==> config.mk <==
export PLATFORM = sky130hd
export DESIGN_NAME = reg_fault_supervisor
export DESIGN_NICKNAME = d
export VERILOG_FILES = /design/src/rtl/rsup_pkg.sv /design/src/rtl/rsup_sync.sv /design/src/rtl/rsup_persist.sv /design/src/rtl/rsup_thermal.sv /design/src/rtl/reg_fault_supervisor.sv
export SDC_FILE = /design/constraint.sdc
export NUM_CORES = 1
export LEC_CHECK = 0
export ABC_CLOCK_PERIOD_IN_PS = 1200
export CAP_MARGIN = 25
export CORE_UTILIZATION = 40
export CTS_CLUSTER_SIZE = 10
export DETAILED_ROUTE_END_ITERATION = 8
export GPL_ROUTABILITY_DRIVEN = 0
export PLACE_DENSITY = 0.67
export RECOVER_POWER = 25
export SKIP_CTS_REPAIR_TIMING = 1
export SLEW_MARGIN = 20
export SYNTH_ARGS = -nofsm -noshare
export SYNTH_HDL_FRONTEND = slang
export SYNTH_SLANG_ARGS = --single-unit
==> constraint.sdc <==
create_clock -name clk -period 1.2 [get_ports clk]
set_clock_uncertainty 0.05 [all_clocks]
set_input_delay 0.3 -clock clk [delete_from_list [all_inputs] [get_ports clk]]
set_output_delay 0.3 -clock clk [all_outputs]
set_load 0.005 [all_outputs]
==> src/rtl/rsup_pkg.sv <==
package rsup_pkg;

   typedef struct packed {
      logic en;
      logic uv;
      logic ov;
      logic fb_low;
      logic ss_lo;
      logic ss_hi;
      logic ot_trip;
      logic ot_cool;
   } rsup_flags_t;

   localparam int unsigned FLAG_W = $bits(rsup_flags_t);

endpackage

==> src/rtl/rsup_sync.sv <==
module rsup_sync #(
   parameter int unsigned WIDTH  = 8,
   parameter int unsigned STAGES = 2
) (
   input  logic             clk,
   input  logic             rst_n,
   input  logic [WIDTH-1:0] d_i,
   output logic [WIDTH-1:0] q_o
);

   generate
      if (STAGES < 2) begin : g_bad
         $error("rsup_sync: STAGES must be at least 2");
      end
   endgenerate

   logic [STAGES-1:0][WIDTH-1:0] stg_q;

   generate
      for (genvar s = 0; s < STAGES; s++) begin : g_stage
         if (s == 0) begin : g_first
            always_ff @(posedge clk or negedge rst_n) begin
               if (!rst_n) stg_q[s] <= '0;
               else        stg_q[s] <= d_i;
            end
         end else begin : g_next
            always_ff @(posedge clk or negedge rst_n) begin
               if (!rst_n) stg_q[s] <= '0;
               else        stg_q[s] <= stg_q[s-1];
            end
         end
      end
   endgenerate

   assign q_o = stg_q[STAGES-1];

endmodule

==> src/rtl/rsup_persist.sv <==
module rsup_persist #(
   parameter int unsigned DEPTH = 16
) (
   input  logic clk,
   input  logic rst_n,
   input  logic flag_i,
   output logic hit_o
);

   generate
      if (DEPTH < 1) begin : g_bad
         $error("rsup_persist: DEPTH must be at least 1");
      end else if (DEPTH == 1) begin : g_direct
         assign hit_o = flag_i;
      end else begin : g_count
         localparam int unsigned CW = $clog2(DEPTH);
         localparam logic [CW-1:0] LAST = CW'(DEPTH - 1);
         logic [CW-1:0] run_q;

         always_ff @(posedge clk or negedge rst_n) begin
            if (!rst_n)            run_q <= '0;
            else if (!flag_i)      run_q <= '0;
            else if (run_q != LAST) run_q <= run_q + 1'b1;
         end

         assign hit_o = flag_i && (run_q == LAST);
      end
   endgenerate

endmodule

==> src/rtl/rsup_thermal.sv <==
module rsup_thermal (
   input  logic clk,
   input  logic rst_n,
   input  logic trip_i,
   input  logic cool_i,
   output logic shut_o
);

   logic shut_q;

   always_ff @(posedge clk or negedge rst_n) begin
      if (!rst_n)      shut_q <= 1'b0;
      else if (trip_i) shut_q <= 1'b1;
      else if (cool_i) shut_q <= 1'b0;
   end

   assign shut_o = shut_q;

endmodule

==> src/rtl/reg_fault_supervisor.sv <==
module reg_fault_supervisor
   import rsup_pkg::*;
#(
   parameter int unsigned SYNC_STAGES = 2,
   parameter int unsigned UV_WIN      = 16,
   parameter int unsigned OV_WIN      = 2
) (
   input  logic clk,
   input  logic rst_n,
   input  logic en_i,
   input  logic uv_i,
   input  logic ov_i,
   input  logic fb_low_i,
   input  logic ss_lo_i,
   input  logic ss_hi_i,
   input  logic ot_trip_i,
   input  logic ot_cool_i,
   output logic conv_en_o,
   output logic hs_permit_o,
   output logic ls_permit_o,
   output logic ls_force_o,
   output logic ldo_en_o,
   output logic fault_o
);

   generate
      if (UV_WIN < 1 || OV_WIN < 1) begin : g_bad_win
         $error("reg_fault_supervisor: filter windows must be at least 1");
      end
   endgenerate

   rsup_flags_t raw_flags, syn_flags;
   logic [FLAG_W-1:0] syn_vec;

   always_comb begin
      raw_flags.en      = en_i;
      raw_flags.uv      = uv_i;
      raw_flags.ov      = ov_i;
      raw_flags.fb_low  = fb_low_i;
      raw_flags.ss_lo   = ss_lo_i;
      raw_flags.ss_hi   = ss_hi_i;
      raw_flags.ot_trip = ot_trip_i;
      raw_flags.ot_cool = ot_cool_i;
   end

   rsup_sync #(.WIDTH(FLAG_W), .STAGES(SYNC_STAGES)) sync_i (
      .clk   (clk),
      .rst_n (rst_n),
      .d_i   (raw_flags),
      .q_o   (syn_vec)
   );

   assign syn_flags = rsup_flags_t'(syn_vec);

   // flat copies for the bound checker
   logic fb_low_s, ss_hi_s, ss_lo_s;
   assign fb_low_s = syn_flags.fb_low;
   assign ss_hi_s  = syn_flags.ss_hi;
   assign ss_lo_s  = syn_flags.ss_lo;

   logic uv_hit, ov_hit;

   rsup_persist #(.DEPTH(UV_WIN)) uv_filt_i (
      .clk    (clk),
      .rst_n  (rst_n),
      .flag_i (syn_flags.uv && syn_flags.ss_lo && syn_flags.en),
      .hit_o  (uv_hit)
   );

   rsup_persist #(.DEPTH(OV_WIN)) ov_filt_i (
      .clk    (clk),
      .rst_n  (rst_n),
      .flag_i (syn_flags.ov && syn_flags.en),
      .hit_o  (ov_hit)
   );

   logic therm_sd;

   rsup_thermal therm_i (
      .clk    (clk),
      .rst_n  (rst_n),
      .trip_i (syn_flags.ot_trip),
      .cool_i (syn_flags.ot_cool),
      .shut_o (therm_sd)
   );

   logic crowbar_q, ov_seen_q, fault_q, fault_set;

   always_ff @(posedge clk or negedge rst_n) begin
      if (!rst_n)               crowbar_q <= 1'b0;
      else if (syn_flags.fb_low) crowbar_q <= 1'b0;
      else if (ov_hit)          crowbar_q <= 1'b1;
   end

   always_ff @(posedge clk or negedge rst_n) begin
      if (!rst_n)      ov_seen_q <= 1'b0;
      else if (ov_hit) ov_seen_q <= 1'b1;
   end

   assign fault_set = syn_flags.ss_lo && (uv_hit || ov_hit || ov_seen_q);

   always_ff @(posedge clk or negedge rst_n) begin
      if (!rst_n)         fault_q <= 1'b0;
      else if (fault_set) fault_q <= 1'b1;
   end

   logic run_ok;
   assign run_ok = syn_flags.en && !fault_q && !therm_sd;

   assign conv_en_o   = run_ok && !crowbar_q;
   assign hs_permit_o = run_ok && !crowbar_q;
   assign ls_permit_o = (run_ok && !crowbar_q) || crowbar_q;
   assign ls_force_o  = crowbar_q;
   assign ldo_en_o    = run_ok && syn_flags.ss_hi;
   assign fault_o     = fault_q;

endmodule

==> results_dict.tcl <==
set metrics [dict create \
    grt_pass1_vias 440 \
    path_max_fanout 3 \
    crit_arrival_ns 1.24 \
    antenna_found_initial 0 \
    timing.rr.start "sync_i.q_o[7]$_DFF_PN0_" \
    synth_top_area_frac 0.780 \
    nets 94 \
    stdcell_count 107 \
    p_clk_frac 0.268 \
    cts_max_level 1 \
    via_count 483 \
    fillers 155 \
    syn_area_um2 802 \
    synth-seq-cells 25 \
    grt_pass1_wl_um 1770 \
    grt_usage 0.119 \
    fin_ws_ns -0.387 \
    die_w_um 46.8 \
    place.detailed.hpwl_um 787 \
    finalCriticalPeriod_ns 1.59 \
    drive_above_1_share 0.341 \
    post-place-cells 101 \
    cap_viol_max_count 0 \
    drtIter0Drc 2 \
    rows 15 \
    io_pins 16 \
    crit_path_start "fault_o$_DFFE_PN0P_" \
    criticalPathCategory "register to output pin" \
    setup.worst_path.end_class "output pin" \
    worst-endpoint-required_ns 0.85 \
    syn_to_final_growth_pct 37.9 \
    hold_path_class "register to register" \
    min_path_cells 0 \
    rsz0062_at_grt "yes" \
    synth_area_leader_cell "dfrtp_1" \
    syn-num-nets 64 \
    clock-root-buffer "clkbuf_4" \
    final_area_um2 1110 \
    p_switching_w 0.000278 \
    syn_inst 53 \
    portBuffers 15 \
    synth.distinct_cells 20 \
    drcViolationCount 0 \
    holdCritStartpoint "sync_i.stg_q[3]$_DFF_PN0_" \
    ir_worst_vdd_mv 0.902 \
    async_flop_share 1.00 \
    ys_top_cells_by_count "dfrtp_1 (25), nor2_1 (6), nand3_1 (3)" \
    cp-start-kind "register" \
    synth-warning-count 0 \
    power.leakage_nw 0.511 \
    fp.dieArea_um2 2190 \
    wl_per_cell_um 10.1 \
    fp.dieH_um 46.8 \
    clk_path_buf_depth 2 \
    drt-total-wl_um 1080 \
    maxSlewViolCount 0 \
    dpl_cell_area_um2 1070 \
    p_int_w 0.00106 \
    period_share 1.32 \
    r2r_slack_ns -0.03 \
    synth_seq_area_share 0.780 \
    power_w 0.00134 \
    ant_nets 0 \
    seqPwrFrac 0.666 \
    clkTransAtPathRegs_ns 0.13 \
    synth_most_common_cell "dfrtp_1" \
    synth.top_cells.by_area "dfrtp_1 (78%), nor2_1 (2.8%), nand3_1 (1.9%), a21o_1 (1.9%), ha_1 (1.6%)" \
    swShare 0.207 \
    setup_viol 7 \
    violations "setup timing" \
    vias_per_cell 4.51 \
    p_per_area_nw_per_um2 1210 \
    first_pass_iters 4 \
    start_util 0.445 \
    grt_max_degree 26 \
    cts.sinks 25 \
    fin_tns_setup_ns -1.75 \
    fin_util 0.614 \
    r2r_cells 4 \
    whs_endpoint "sync_i.q_o[3]$_DFF_PN0_" \
    cts_buffers 3 \
    power_frac_comb 0.066 \
    synth_area_per_cell_um2 15.1 \
    tightestPinTransition_ns 0.568 \
    slew_headroom 0.621 \
    status "finished with violations" \
    diodes 0 \
    ys.flop_type "dfrtp_1" \
    core-area_um2 1800 \
    worstSkewPairLatency_ns 0.30 \
    synth_edf_count 0 \
    cts_tree "done" \
    final_hold_viol_count 0 \
    r2r-end "fault_o$_DFFE_PN0P_" \
    grt_remaining_overflow 0 \
    max_freq_mhz 630 \
]
==> cell usage in the layout (no fill, tap or decap), types with 2 or more instances in the layout <==
master	count
a21o_1	2
clkbuf_2	3
clkdlybuf4s50_1	8
dfrtp_1	25
clkbuf_4	3
nor2_1	6
buf_4	9
nor3_1	2
buf_6	4
nand3_1	2
==> cell families (layout without fill, tap and decap cells) <==
group / count (synthesis) / after routing / share of synthesized area
AOI/OAI and AO/OA: 5 / 5 / 0.0437
buffers and inverters: 2 / 31 / 0.0140
muxes: 1 / 1 / 0.0125
adders and majority gates: 1 / 1 / 0.0156
and+or+nand+nor: 18 / 18 / 0.123
DFF: 25 / 25 / 0.780
xor gates and xnor gates: 1 / 1 / 0.0109
==> layer usage <==
metal	global-route usage	vias to the layer above	routed length, µm
met1	0.152	234	459
met2	0.189	12	552
met5	0	-	0
met4	0.0686	0	21
met3	0.0231	2	44
li1	-	235	-
==> final cells by class <==
type / count / area [µm²] / share of cell area
Sequential cell: 25 / 626 / 0.566
Inverter: 1 / 3.75 / 0.00339
Clock buffer: 3 / 22.5 / 0.0204
Clock inverter: 1 / 7.51 / 0.00679
Timing Repair Buffer: 26 / 223 / 0.201
Multi-Input combinational cell: 26 / 193 / 0.174
Tap cell: 25 / 31.3 / 0.0283
==> per-stage QoR <==
stage | worst slack, ns | hold WS [ns]
global placement | -0.388 | 0.282
floorplan | -0.00239 | -0.0456
global route | -0.440 | 0.317
CTS | -0.800 | 0.269
finish | -0.387 | 0.313
detailed placement | -0.429 | 0.286
==> critical path, cell delays in order (launching register included) <==
cell and delay [ns]:
dfrtp_1 0.43, nor3b_4 0.22, nor2b_4 0.17, clkbuf_2 0.11
==> power by group through the flow <==
stage,clock [W],combinational [W],sequential (W)
final,0.000358,0.0000886,0.000891
after global routing,0.000406,0.0000985,0.000896
after CTS,0.000377,0.0000900,0.000891
after detailed placement,0,0.0000894,0.000908
after global placement,0,0.0000873,0.000906
after floorplan,0,0.0000157,0.000906
==> worst max path at each step <==
stage	cells after the start	slack [ns]	end
2_1_floorplan	3	-0.002	hs_permit_o
3_3_place_gp	3	-0.39	conv_en_o
3_5_place_dp	3	-0.43	conv_en_o
4_1_cts	3	-0.80	conv_en_o
5_1_grt	3	-0.44	conv_en_o
6_report	3	-0.39	conv_en_o
==> state kept, by name (all words and copies together), names as in the netlist <==
signal,count
sync_i.q_o,8
sync_i.stg_q,8
uv_filt_i.g_count.run_q,4
fault_o,1
ls_force_o,1
ov_filt_i.g_count.run_q,1
ov_seen_q,1
therm_i.shut_o,1
Note: power is estimated with default switching activity, not from simulation.
